$ cat src/rtl/tern_pkg.sv
package tern_pkg;
    localparam int TRIT_W = 2;
    localparam int SEL_W  = 4;
    localparam int LEVELS = 3;

    typedef logic [TRIT_W-1:0] trit_t;

    localparam trit_t T_LO  = 2'b00;
    localparam trit_t T_MID = 2'b01;
    localparam trit_t T_HI  = 2'b10;
    localparam trit_t T_BAD = 2'b11;

    typedef enum logic [SEL_W-1:0] {
        OP_STD_INV = 4'd0,
        OP_POS_INV = 4'd1,
        OP_NEG_INV = 4'd2,
        OP_MIN     = 4'd3,
        OP_MAX     = 4'd4,
        OP_NMIN    = 4'd5,
        OP_NMAX    = 4'd6,
        OP_SUM3    = 4'd7,
        OP_NSUM3   = 4'd8
    } op_e;

    typedef struct packed {
        trit_t std_inv;
        trit_t pos_inv;
        trit_t neg_inv;
    } unary_t;

    typedef struct packed {
        trit_t lo;
        trit_t hi;
        trit_t sum3;
    } dyadic_t;

    function automatic logic trit_ok(trit_t t);
        return t != T_BAD;
    endfunction

    function automatic trit_t std_inv(trit_t t);
        return T_HI - t;
    endfunction

    function automatic trit_t add_mod3(trit_t x, trit_t y);
        logic [TRIT_W:0] s;
        s = {1'b0, x} + {1'b0, y};
        if (s >= 3'(LEVELS)) s = s - 3'(LEVELS);
        return s[TRIT_W-1:0];
    endfunction
endpackage

$ cat src/rtl/tern_decoder.sv
module tern_decoder
    import tern_pkg::*;
(
    input  trit_t in_t,
    output trit_t lines [LEVELS]
);
    for (genvar k = 0; k < LEVELS; k++) begin : g_line
        assign lines[k] = (in_t == trit_t'(k)) ? T_HI : T_LO;
    end
endmodule

$ cat src/rtl/tern_unary.sv
module tern_unary
    import tern_pkg::*;
(
    input  trit_t  in_t,
    output unary_t inv
);
    always_comb begin
        inv.std_inv = std_inv(in_t);
        inv.pos_inv = (in_t == T_HI)  ? T_LO : T_HI;
        inv.neg_inv = (in_t == T_LO)  ? T_HI : T_LO;
    end
endmodule

$ cat src/rtl/tern_dyadic.sv
module tern_dyadic
    import tern_pkg::*;
(
    input  trit_t   x,
    input  trit_t   y,
    output dyadic_t o
);
    always_comb begin
        o.lo   = (x < y) ? x : y;
        o.hi   = (x < y) ? y : x;
        o.sum3 = add_mod3(x, y);
    end
endmodule

$ cat src/rtl/tri_gate_unit.sv
module tri_gate_unit
    import tern_pkg::*;
(
    input  logic [1:0] opa_i,
    input  logic [1:0] opb_i,
    input  logic [3:0] op_sel_i,
    output logic [1:0] res_o,
    output logic [1:0] dec_lo_o,
    output logic [1:0] dec_mid_o,
    output logic [1:0] dec_hi_o
);
    trit_t   lines [LEVELS];
    unary_t  un;
    dyadic_t dy;
    trit_t   pick;
    logic    fault;

    tern_decoder u_dec (.in_t(opa_i), .lines(lines));
    tern_unary   u_un  (.in_t(opa_i), .inv(un));
    tern_dyadic  u_dy  (.x(opa_i), .y(opb_i), .o(dy));

    assign fault = !(trit_ok(opa_i) && trit_ok(opb_i));

    always_comb begin
        unique case (op_sel_i)
            OP_STD_INV: pick = un.std_inv;
            OP_POS_INV: pick = un.pos_inv;
            OP_NEG_INV: pick = un.neg_inv;
            OP_MIN:     pick = dy.lo;
            OP_MAX:     pick = dy.hi;
            OP_NMIN:    pick = std_inv(dy.lo);
            OP_NMAX:    pick = std_inv(dy.hi);
            OP_SUM3:    pick = dy.sum3;
            OP_NSUM3:   pick = std_inv(dy.sum3);
            default:    pick = T_LO;
        endcase
    end

    assign res_o     = fault ? T_BAD : pick;
    assign dec_lo_o  = fault ? T_BAD : lines[0];
    assign dec_mid_o = fault ? T_BAD : lines[1];
    assign dec_hi_o  = fault ? T_BAD : lines[2];
endmodule

$ cat config.mk
export PLATFORM = sky130hd
export DESIGN_NAME = tri_gate_unit
export DESIGN_NICKNAME = d
export VERILOG_FILES = /design/src/rtl/tern_pkg.sv /design/src/rtl/tern_decoder.sv /design/src/rtl/tern_unary.sv /design/src/rtl/tern_dyadic.sv /design/src/rtl/tri_gate_unit.sv
export SDC_FILE = /design/constraint.sdc
export NUM_CORES = 1
export LEC_CHECK = 0
export ABC_CLOCK_PERIOD_IN_PS = 2380
export BUFFER_PORTS_ARGS = -buffer_cell sky130_fd_sc_hd__buf_2
export CORE_AREA = 2 2 39 41
export DETAILED_ROUTE_END_ITERATION = 7
export DIE_AREA = 0 0 41 43
export PLACE_DENSITY = 0.65
export RECOVER_POWER = 25
export SLEW_MARGIN = 20
export SYNTH_ARGS = -nofsm -noshare
export SYNTH_HDL_FRONTEND = slang
export SYNTH_SLANG_ARGS = --single-unit
export TNS_END_PERCENT = 100
$ cat constraint.sdc
create_clock -name vclk -period 2.38
set_input_delay 0.238 -clock vclk [all_inputs]
set_output_delay 0.238 -clock vclk [all_outputs]
set_load 0.02 [all_outputs]
; ---- Yosys cells after proc, flatten, opt, wreduce, memory -nomap -nowiden
; Cells that the tools add are included.
[word_totals]
in_bits = 8
ff_bits = 0
wordCells = 35
[op_classes]
n_lt_le_gt_ge = 2
addsub = 6
n_eq_ne = 12
n_reduce_logical = 3
n_mux = 12
[ops]
columns = cell, count
row1 = $mux W2, 11
row2 = $pmux W2 S9, 1
row3 = $eq A4 B3 Y1 const B, 4
row4 = $eq A4 B2 Y1 const B, 2
row5 = $sub A2 B2 Y2 const A, 4
row6 = $eq A4 B1 Y1 const B, 1
row7 = $eq A4 B4 Y1 const B, 1
row8 = $logic_not A4 Y1, 1
row9 = $ne A2 B2 Y1 const B, 2
row10 = $add A2 B2 Y3, 1
row11 = $ge A3 B2 Y1 const B, 1
row12 = $eq A2 B1 Y1 const B, 1
row13 = $eq A2 B2 Y1 const B, 1
row14 = $logic_not A2 Y1, 1
row15 = $lt A2 B2 Y1, 1
row16 = $sub A2 B2 Y2 const B, 1
row17 = $logic_and A1 B1 Y1, 1

; ---- Logic depth before layout (Yosys ltp)
[logic_depth]
ltp_word = 6
mapped_depth = 10
mapped_depth_nobuf = 10

; ---- By module
; A second synthesis with hierarchy kept.
[unflattened]
cells_unflattened = 89
hier_area_um2 = 665.6
[by_module_without_submodules]
columns = mod, area_each_um2, n_inst, cells_per_inst
row1 = tri_gate_unit, 351.6, 1, 50
row2 = tern_dyadic, 202.7, 1, 22
row3 = tern_unary, 66.3, 1, 10
row4 = tern_decoder, 45.0, 1, 7

; ---- Worst setup path before layout
; No wires, ideal clock.
[synth_path]
path_type = input-to-output
from = input port opa_i[0]
to = output port res_o[0]
stages = 10
required_ns = 2.142
arrival_ns = 2.212
setup_slack_ns = -0.070
cell_sequence = ha_1 inv_1 fa_1 inv_1 ha_1 nor4bb_1 a21oi_1 or2_1 and3_1 o221ai_1
[synth_via]
elab_chain_cells = 6
[synth_lines]
columns = item, line_no
row1 = from (decl), tri_gate_unit.sv:4  ; input logic [1:0] opa_i,
row2 = $add A2 B2 Y3, tern_pkg.sv:47  ; s = {1'b0, x} + {1'b0, y};
row3 = $ge A3 B2 Y1 / $sub A2 B2 Y2 (equally long branches), tern_pkg.sv:48  ; if (s >= 3'(LEVELS)) s = s - 3'(LEVELS);
row4 = $mux W2, tern_pkg.sv:48
row5 = $sub A2 B2 Y2, tern_pkg.sv:42  ; return T_HI - t;
row6 = $pmux W2 S9, tri_gate_unit.sv:25  ; unique case (op_sel_i)
row7 = $mux W2 (*), tri_gate_unit.sv:39  ; assign res_o = fault ? T_BAD : pick;
row8 = to (decl), tri_gate_unit.sv:7  ; output logic [1:0] res_o,
; Every way passes the cells marked *; elsewhere a longest branch is shown, timed or not.

; ---- Worst setup path after layout
[layout_path]
from = input port opa_i[0]
to = output port res_o[1]
; The elaborated chain is that of the path after synthesis.

==> impl_metrics.json <==
{
  "place.gp.congestion": 0.7153,
  "die_h_um": 43,
  "overflow": 0,
  "syn_area_um2": 566.8,
  "pre_cts_ws_ns": -0.3336,
  "critPathRequiredTime_ns": 2.14,
  "cp_data_arrival_time_ns": 2.34,
  "core_mm2": 0.001384,
  "powerDensity_mw_per_mm2": 254.0,
  "path_class": "input port to output port",
  "first_pass_iters": 4,
  "max_freq_mhz": 387.5,
  "ant_nets": 0,
  "fin_crit_ns": 2.580,
  "synthCells": 73,
  "fin_ws_ns": -0.2003,
  "grt_max_degree": 11,
  "synth_cell_types": 35,
  "synthToLayoutAreaGrowth_pct": 48.34,
  "grt_pass1_vias": 598,
  "drtIter0Drc": 8,
  "placed_cells": 110,
  "drive_gt1_share_pct": 47.42,
  "num_io_pins": 16,
  "antenna_found_initial": 0,
  "finalHoldViolCount": 0,
  "initial_utilization_pct": 40.96,
  "antenna_cells": 0,
  "grtUsageTotal_pct": 17.05,
  "nets": 118,
  "layout_common_cells": "buf_4, buf_2, ha_1",
  "std_cell_rows": 14,
  "ctsHoldBuffers": 0,
  "setup-violations-final": 2,
  "viasPerCell": 5.460,
  "finalCritPeriodShare_pct": 108.4,
  "wl_um": 1389,
  "dpl.hpwl_um": 1037,
  "holdWs_ns": 0.8838,
  "syn_nets": 92,
  "seq_cells": 0,
  "vdd_drop_max_mv": 0.1246,
  "layoutNonFillerInstCount": 113,
  "avgSynthCellArea_um2": 7.764,
  "wl_per_cell_um": 12.29,
  "rsz0062_at_grt": "yes",
  "num_vias": 617,
  "layout_commonest_cell": "buf_4",
  "drc_errors": 0,
  "synth_warnings": 0,
  "fp.dieArea_mm2": 0.001763,
  "die_x_um": 41,
  "worst_pin_slew_ns": 0.3361,
  "seq_area_um2": 0,
  "maxSlewHeadroom_pct": 77.29,
  "drv_cap": 0,
  "synth_seq_area_share_pct": 0,
  "endpoint_kind": "output port",
  "min_path_type": "input port to output port",
  "cp_max_fo": 3,
  "io_buffers": 16,
  "violations": "negative setup slack",
  "power_leakage_nw": 0.3939,
  "outcome": "finished, violations left",
  "startpoint_type": "input port",
  "clkbuf_count": 0,
  "grt_pass1_wl_um": 2249,
  "maxSlewViolCount": 0
}
[metrics by stage]
step	setup TNS, ns	power (mW)	util, %	cell area, µm²
after floorplan	0	0.1149	-	581.8
after global placement	-0.4885	0.1632	52.08	720.7
after detailed placement	-0.6061	0.1671	52.08	720.7
after CTS	-0.3662	0.1918	57.32	793.3
after global routing	-0.6001	0.2324	60.76	840.8
final	-0.3857	0.2135	60.76	840.8
[layout make-up]
class	instances	area, µm²
timing repair buffer	29	205.2
tap	16	20.02
inverter	10	37.54
fill	129	543.0
multi-input combinational	58	578.1
[synthesized netlist by cell type, drive strengths merged]
master,instances,area [µm²]
or4b,1,13.76
and3,2,17.52
ha,10,125.1
a31oi,2,12.51
o221ai,2,17.52
fa,1,20.02
a311oi,1,8.760
nor2,4,15.01
nand3,3,15.01
mux4,1,26.28
o21ba,1,10.01
or3,2,12.51
nor3,2,10.01
inv,10,37.54
or2,1,6.260
nor4bb,2,20.02
nand2b,3,18.77
nand2,4,15.01
nor4,1,6.260
buf,5,36.28
o22ai,1,6.260
a221oi,1,8.760
a21o,1,7.510
o31ai,1,12.51
o21ai,3,26.28
a21oi,3,15.01
nand4bb,1,11.26
and3b,1,8.760
o21bai,1,7.510
mux2i,1,10.01
and4,1,8.760
[routing by layer]
metal	wire (µm)	GRT usage, %
met1	641	21.15
met2	700	32.50
met3	46	0
met4	0	0
met5	0	0
[repair_timing]
item	4_1_cts	5_1_grt
gates resized for setup	13	9
setup endpoints to repair	2	2
pin swaps	5	4
buffers inserted	2	1
cloned	0	0
[logic make-up after synthesis]
family	Yosys count	synth area share [%]
simple gates	28	31.57
compound gates	17	23.40
buf+inv	15	13.02
mux	2	6.403
fa+ha+maj	11	25.61
[power breakdown]
| group | internal, mW | switching [mW] |
|---|---|---|
| registers | 0 | 0 |
| clock network | 0 | 0 |
| logic | 0.107 | 0.106 |
[final timing paths]
kind / from / end / slack (ns) / depth (start not counted)
min: op_sel_i[3] / res_o[0] / 0.88 / 3
max: opa_i[0] / res_o[1] / -0.20 / 12
[critical path: stages]
cell and delay [ns]:
buf_8 0.08, ha_4 0.12, inv_2 0.03, fa_1 0.52, inv_2 0.06, ha_4 0.17
nor4bb_4 0.28, a21oi_2 0.08, or2_1 0.26, and4_4 0.21, o31ai_4 0.17, buf_6 0.14
(Power assumes the default switching activity.)
